`src/rtl/gonak_pkg.sv`:
```
package gonak_pkg;
  typedef struct packed {
    logic ena;
    logic dis;
    logic snak;
    logic cnak;
  } ep_cmd_t;
endpackage

```
`src/rtl/gonak_global.sv`:
```
module gonak_global #(
  parameter int LVL_W = 8
) (
  input  logic             clk,
  input  logic             rst_n,
  input  logic             set_i,
  input  logic             clr_i,
  input  logic [LVL_W-1:0] level_i,
  output logic             req_o,
  output logic             eff_o
);
  logic req_q, req_d, eff_q, eff_d;
  logic fifo_empty;

  assign fifo_empty = (level_i == '0);

  always_comb begin
    req_d = req_q;
    if (clr_i)      req_d = 1'b0;
    else if (set_i) req_d = 1'b1;
    eff_d = req_q && !clr_i && fifo_empty;
  end

  always_ff @(posedge clk or negedge rst_n) begin
    if (!rst_n) begin
      req_q <= 1'b0;
      eff_q <= 1'b0;
    end else begin
      req_q <= req_d;
      eff_q <= eff_d;
    end
  end

  assign req_o = req_q;
  assign eff_o = eff_q;

  AST_EFF_NEEDS_EMPTY: assert property (@(posedge clk) disable iff (!rst_n)
    $rose(eff_q) |-> $past(req_q) && ($past(level_i) == '0));
  AST_EFF_ONLY_WITH_REQ: assert property (@(posedge clk) disable iff (!rst_n)
    eff_q |-> req_q);
  AST_CLR_DROPS_BOTH: assert property (@(posedge clk) disable iff (!rst_n)
    clr_i |=> !req_q && !eff_q);
endmodule

```
`src/rtl/gonak_ep_slot.sv`:
```
module gonak_ep_slot
  import gonak_pkg::*;
(
  input  logic    clk,
  input  logic    rst_n,
  input  logic    hit_i,
  input  ep_cmd_t cmd_i,
  input  logic    eff_i,
  input  logic    disd_clr_i,
  output logic    ena_o,
  output logic    dis_o,
  output logic    nak_o,
  output logic    disd_o
);
  logic ena_q, ena_d, dis_q, dis_d, nak_q, nak_d, disd_q, disd_d;
  logic done, upd_en;

  assign done   = dis_q && eff_i;
  assign upd_en = hit_i || done || disd_clr_i;

  always_comb begin
    ena_d  = ena_q;
    dis_d  = dis_q;
    nak_d  = nak_q;
    disd_d = disd_q;
    if (hit_i) begin
      if (cmd_i.ena && !cmd_i.dis) ena_d = 1'b1;
      if (cmd_i.dis && ena_q)      dis_d = 1'b1;
      if (cmd_i.snak)              nak_d = 1'b1;
      else if (cmd_i.cnak)         nak_d = 1'b0;
    end
    if (done) begin
      ena_d  = 1'b0;
      dis_d  = 1'b0;
      disd_d = 1'b1;
    end else if (disd_clr_i) begin
      disd_d = 1'b0;
    end
  end

  always_ff @(posedge clk or negedge rst_n) begin
    if (!rst_n) begin
      ena_q  <= 1'b0;
      dis_q  <= 1'b0;
      nak_q  <= 1'b0;
      disd_q <= 1'b0;
    end else if (upd_en) begin
      ena_q  <= ena_d;
      dis_q  <= dis_d;
      nak_q  <= nak_d;
      disd_q <= disd_d;
    end
  end

  assign ena_o  = ena_q;
  assign dis_o  = dis_q;
  assign nak_o  = nak_q;
  assign disd_o = disd_q;

  AST_DIS_HELD_PENDING: assert property (@(posedge clk) disable iff (!rst_n)
    (dis_q && !eff_i) |=> dis_q && ena_q);
  AST_STOP_CLEARS_BITS: assert property (@(posedge clk) disable iff (!rst_n)
    $rose(disd_q) |-> !ena_q && !dis_q && $past(eff_i));
  AST_NAK_STICKY: assert property (@(posedge clk) disable iff (!rst_n)
    (nak_q && !(hit_i && cmd_i.cnak && !cmd_i.snak)) |=> nak_q);
  AST_DIS_NEEDS_ENA: assert property (@(posedge clk) disable iff (!rst_n)
    dis_q |-> ena_q);
endmodule

```
`src/rtl/gonak_stop_ctrl.sv`:
```
module gonak_stop_ctrl
  import gonak_pkg::*;
#(
  parameter int N_EP  = 4,
  parameter int LVL_W = 8,
  localparam int EP_W = (N_EP > 1) ? $clog2(N_EP) : 1
) (
  input  logic             clk,
  input  logic             rst_n,
  input  logic             gnak_set,
  input  logic             gnak_clr,
  input  logic [LVL_W-1:0] rxf_level,
  input  logic             wr_stb,
  input  logic [EP_W-1:0]  wr_sel,
  input  logic             wr_ena,
  input  logic             wr_dis,
  input  logic             wr_snak,
  input  logic             wr_cnak,
  input  logic [N_EP-1:0]  disd_clr,
  output logic             gnak_req,
  output logic             gnak_eff,
  output logic [N_EP-1:0]  ep_ena,
  output logic [N_EP-1:0]  ep_dis,
  output logic [N_EP-1:0]  ep_nak,
  output logic [N_EP-1:0]  ep_disd,
  output logic [N_EP-1:0]  out_accept
);
  ep_cmd_t cmd;
  logic    req_w, eff_w;

  assign cmd = '{ena: wr_ena, dis: wr_dis, snak: wr_snak, cnak: wr_cnak};

  gonak_global #(.LVL_W(LVL_W)) u_global (
    .clk     (clk),
    .rst_n   (rst_n),
    .set_i   (gnak_set),
    .clr_i   (gnak_clr),
    .level_i (rxf_level),
    .req_o   (req_w),
    .eff_o   (eff_w)
  );

  for (genvar i = 0; i < N_EP; i++) begin : g_ep
    logic hit;
    assign hit = wr_stb && (wr_sel == EP_W'(i));
    gonak_ep_slot u_slot (
      .clk        (clk),
      .rst_n      (rst_n),
      .hit_i      (hit),
      .cmd_i      (cmd),
      .eff_i      (eff_w),
      .disd_clr_i (disd_clr[i]),
      .ena_o      (ep_ena[i]),
      .dis_o      (ep_dis[i]),
      .nak_o      (ep_nak[i]),
      .disd_o     (ep_disd[i])
    );
    assign out_accept[i] = ep_ena[i] && !ep_nak[i] && !req_w;
  end

  assign gnak_req = req_w;
  assign gnak_eff = eff_w;

  AST_NO_ACCEPT_UNDER_GNAK: assert property (@(posedge clk) disable iff (!rst_n)
    gnak_req |-> (out_accept == '0));
  AST_REQ_AFTER_SET: assert property (@(posedge clk) disable iff (!rst_n)
    (gnak_set && !gnak_clr) |=> gnak_req);
endmodule

```
`config.mk`:
```
export PLATFORM = sky130hd
export DESIGN_NAME = gonak_stop_ctrl
export DESIGN_NICKNAME = d
export VERILOG_FILES = /design/src/rtl/gonak_pkg.sv /design/src/rtl/gonak_global.sv /design/src/rtl/gonak_ep_slot.sv /design/src/rtl/gonak_stop_ctrl.sv
export SDC_FILE = /design/constraint.sdc
export NUM_CORES = 1
export LEC_CHECK = 0
export BUFFER_PORTS_ARGS = -buffer_cell sky130_fd_sc_hd__buf_2
export CORE_UTILIZATION = 35
export CTS_BUF_LIST = sky130_fd_sc_hd__clkbuf_2
export CTS_CLUSTER_DIAMETER = 50
export DETAILED_ROUTE_END_ITERATION = 8
export PLACE_DENSITY_LB_ADDON = 0.12
export SLEW_MARGIN = 20
export SYNTH_ARGS = -nofsm -noshare
export SYNTH_HDL_FRONTEND = slang
export SYNTH_SLANG_ARGS = --single-unit
```
`constraint.sdc`:
```
create_clock -name clk -period 1.05 [get_ports clk]
set_input_delay 0.105 -clock clk [delete_from_list [all_inputs] [get_ports clk]]
set_output_delay 0.105 -clock clk [all_outputs]
set_load 0.05 [all_outputs]
```
After elaboration in Yosys (flattened, before gate mapping)
Cells that the tools add are included.
{"block": "op_classes", "addsub": 0, "multipliers": 0, "div": 0, "order_cmp": 0, "eq_ne": 3, "shift": 0, "mux": 33, "bitwise_logic": 0, "n_reduce_logical": 74}
{"operator": "$reduce_and 3->1", "n": 12}
{"operator": "$reduce_bool 2->1", "n": 18}
{"operator": "$mux 1", "n": 33}
{"operator": "$logic_and 1x1->1", "n": 23}
{"operator": "$logic_not 8->1", "n": 1}
{"operator": "$logic_or 1x1->1", "n": 8}
{"operator": "$reduce_and 2->1", "n": 4}
{"operator": "$logic_not 1->1", "n": 7}
{"operator": "$eq 2x2->1 const B", "n": 2}
{"operator": "$eq 2x1->1 const B", "n": 1}
{"operator": "$logic_not 2->1", "n": 1}
{"block": "totals", "register_bits": 18, "latch_bits": 0, "ramBits": 0, "rom_bits": 0, "inputBits": 23, "out_inout_bits": 22, "elab_cells": 128, "memories": 0}

Logic depth before layout (Yosys ltp)
{"block": "depth", "ltp_word": 5, "ltp_mapped": 3, "ltp_nobuf": 2}

Cells and area by module
A second synthesis with hierarchy kept.
{"block": "unflattened", "hier_cells": 67, "hier_area_um2": 782.0}
{"module": "gonak_ep_slot", "instances": 4, "cells_each": 13, "area_per_inst_um2": 157.7, "seq_area_each_um2": 100.1}
{"module": "gonak_global", "instances": 1, "cells_each": 7, "area_per_inst_um2": 87.6, "seq_area_each_um2": 50.0}
{"module": "gonak_stop_ctrl", "instances": 1, "cells_each": 8, "area_per_inst_um2": 63.8, "seq_area_each_um2": 0.0}

Worst setup path after synthesis
No wires, ideal clock.
{"block": "synth_timing", "kind": "reg-to-output", "startpoint": "register u_global.req_q (netlist: u_global.req_o)", "endpoint": "output port out_accept[0]", "arrival_time_ps": 1834, "setup_slack_ps": -889, "path_stages_with_launch": 2, "cell_sequence": "dfrtp_1 nor3b_1"}
{"block": "synth_between", "elab_chain_cells": 2}
{"item": "start, declared", "line_no": "gonak_global.sv:12", "rtl": "logic req_q, req_d, eff_q, eff_d;"}
{"item": "start signal, assigned", "line_no": "gonak_global.sv:29", "rtl": "req_q <= req_d;"}
{"item": "$logic_not 1->1", "line_no": "gonak_stop_ctrl.sv:58", "rtl": "assign out_accept[i] = ep_ena[i] && !ep_nak[i] && !req_w;"}
{"item": "$logic_and 1x1->1", "line_no": "gonak_stop_ctrl.sv:58"}
{"item": "end, declared", "line_no": "gonak_stop_ctrl.sv:26", "rtl": "output logic [N_EP-1:0] out_accept"}
Every way passes these cells.

Worst setup path in the final report
Same ends and word-level chain as after synthesis.

==> impl_metrics.ini <==
[power_and_ir_drop]
p_int_uw = 1090
leakage_uw = 0.000737
seqPwrFrac_pct = 46.0
ir_drop_mv = 0.719
switching_power_uw = 657
p_clk_share_pct = 17.6
total_power_uw = 1750
swShare_pct = 37.6
comb_power_share_pct = 36.3
p_per_area_nw_per_um2 = 1180

[routing]
wl_mm = 2.32
routedWlPerCell_um = 13.8
first_iter_violations = 8
avgViaCountPerCell = 4.86
drcViolationCount = 0
ant_nets = 0
dr.pass1.iters = 5
via_count = 816

[placement]
numPortBuffers = 44
dpl_worst_slack_ns = -0.170
gp_congestion = 0.699
dp_cells = 151
post-dp-hpwl_mm = 1.56

[status]
failed_checks = setup timing
status = finished with violations

[clock_network]
clkSlewWorstSetupHoldPaths_ns = 0.17
cts_max_level = 1
clk_latency_ns = 0.31
cts_tree = done
cts_max_path_buffers = 2
cts-root-buf = clkbuf_2
clock-sinks = 18
numCtsBuffers = 3

[timing]
fmax_mhz = 722
rsz0062_at_grt = yes
fin_crit_sh_pct = 132
period_needed_ns = 1.39
hold_viol = 0
slew_viol_final = 0
fin_skew_ns = 0.0124
fin_ws_ns = -0.335
final-setup-viol-count = 10
worst_pin_slew_ns = 0.422
relSlewSlack_pct = 71.9

[logic_synthesis]
yosys-top-cells-area = dfrtp_1, buf_4, nand3b_1
yosys.area.top_type = dfrtp_1
yosysTopAreaCellShare_pct = 46.2
synth_fp_nets = 114
ys_seq_area_share_pct = 46.2
synth.distinct_cells = 23
synthCells = 91
yosys_warnings = 0
avgSynthCellArea_um2 = 10.7
synth.cell_area_um2 = 975
ys_ff_latch = 18

[worst_setup_path]
cp-start-kind = flop
endpoint_kind = primary output
critPathLaunch = u_global.req_o$_DFFE_PN0P_
endpoint = out_accept[0]
cp_max_fo = 5
reg2reg_from = u_global.req_o$_DFFE_PN0P_
crit_type = reg2out
r2r_cells = 3
rrSetupSlack_ns = -0.30
worstReg2RegEnd = u_global.eff_o$_DFF_PN0_
crit_required_ns = 0.94
cp_data_arrival_time_ns = 1.28

[cells_and_area]
final_layout_size_suffix_gt1_share_pct = 58.7
antenna_cells = 0
final_util_pct = 58.5
syn2layout_area_growth_pct = 52.6
stdcell_count = 168
nets = 162
nFillCells = 231

[grt]
grt_pass1_vias = 756
grt_first_pass_wirelength_mm = 3.31
grt_antenna_before_repair = 0
track_usage_pct = 16.2
grt_max_degree = 19
gr-total-overflow = 0

[die]
die_h_um = 54.8
start_util_pct = 38.3
rows = 18
die_area_um2 = 3000
coreArea_um2 = 2540
io_pins = 45
die_w_um = 54.8

[hold_path]
hp-class = in2reg

[job]
cap_violations = 0
power groups by stage:
stage,Sequential [uW],Clock [uW],Combinational (uW)
2_1_floorplan,809,0,408
3_3_place_gp,808,0,510
3_5_place_dp,811,0,510
4_1_cts,803,320,628
5_1_grt,811,348,668
6_report,805,308,636
layout make-up:
cell class,instances,area (um^2),share of cell area [%]
multi-input cells,46,438,29.4
repair buffers,60,498,33.5
clock buffers,3,15.0,1.01
flip-flops and latches,18,458,30.8
clock inverters,1,3.75,0.252
inverters,10,37.5,2.52
well taps,30,37.5,2.52
how the worst min path moves through the flow:
stage | from | to | slack (ns) | cells after the start
2_1_floorplan | rst_n | g_ep[0].u_slot.dis_o$_DFFE_PN0P_ | -0.19 | 0
3_3_place_gp | rst_n | g_ep[0].u_slot.nak_o$_DFFE_PN0P_ | 0.07 | 1
3_5_place_dp | rst_n | g_ep[0].u_slot.dis_o$_DFFE_PN0P_ | 0.07 | 1
4_1_cts | rxf_level[4] | u_global.eff_o$_DFF_PN0_ | 0.02 | 3
5_1_grt | rxf_level[4] | u_global.eff_o$_DFF_PN0_ | 0.01 | 3
6_report | rxf_level[4] | u_global.eff_o$_DFF_PN0_ | 0.04 | 3
sequential cells by signal (all words and copies together) (netlist names):
name                cells
g_ep.u_slot.dis_o       4
g_ep.u_slot.disd_o      4
g_ep.u_slot.ena_o       4
g_ep.u_slot.nak_o       4
u_global.eff_o          1
u_global.req_o          1
per-layer routing:
metal	vias up	global-route usage [%]	part of all wire, %	wire, um
met5	-	0	0	0
li1	402	-	-	-
met1	384	19.4	45	1050
met2	28	27.9	50	1160
met3	2	2.50	4.4	103
met4	0	7.69	0.43	10
worst max-delay path, cell delays in order, from the launching register on:
cell and delay [ns]:
dfrtp_4 0.59, nor3b_4 0.22, buf_6 0.18
metrics by stage:
step / setup TNS [ns] / hold WS (ns) / instance area (um^2)
2_1_floorplan: -0.996 / -0.191 / 1040
3_3_place_gp: -0.370 / 0.0669 / 1190
3_5_place_dp: -0.410 / 0.0685 / 1190
4_1_cts: -2.08 / 0.0157 / 1420
5_1_grt: -2.65 / 0.0126 / 1490
6_report: -1.85 / 0.0366 / 1490
cells in the mapped netlist:
library cell,number
a21bo_2,4
and2_1,4
dfrtp_1,18
o31ai_1,3
nand4_1,1
nand3b_1,6
or4b_1,1
o22ai_1,5
nor3b_1,4
or4_4,1
clkbuf_1,1
nor4_2,1
inv_1,10
nor2_1,2
nand3_1,1
nand4b_1,2
nand2b_1,1
o2bb2ai_1,3
o31ai_2,1
a21o_1,4
and4bb_2,1
or3b_4,1
buf_4,16
what timing repair did:
action / 4_1_cts / 5_1_grt
hold endpoints to repair: 20 / 0
setup endpoints to repair: 23 / 25
hold buffers: 5 / 0
setup buffers: 7 / 1
pin swaps: 2 / 2
gates resized for setup: 38 / 15
cells by family after synthesis:
group           after synthesis  synth area share [%]
simple gates                 26                  20.5
flops                        18                  46.2
compound gates               20                  16.7
buf+inv                      27                  16.6
layout by cell type (no fill, tap or decap):
cell           count
or4b_4             1
buf_6             24
buf_4              9
and4bb_2           1
o31ai_1            1
nor2_1             2
o31ai_2            3
a21o_1             4
or3b_4             1
or4_4              1
a21bo_2            4
clkbuf_2           3
nand3_1            1
nand4b_1           2
nand2b_1           1
dfrtp_4            1
o2bb2ai_1          3
inv_1             10
and2_4             3
dfrtp_2            3
nor4_4             1
dfrtp_1           14
nand4_1            1
clkinv_1           1
nor3b_4            4
and2_1             1
buf_2             22
dlygate4sd3_1      5
nand3b_1           6
o22ai_1            5
No activity file was read; power rests on OpenSTA's default activity.
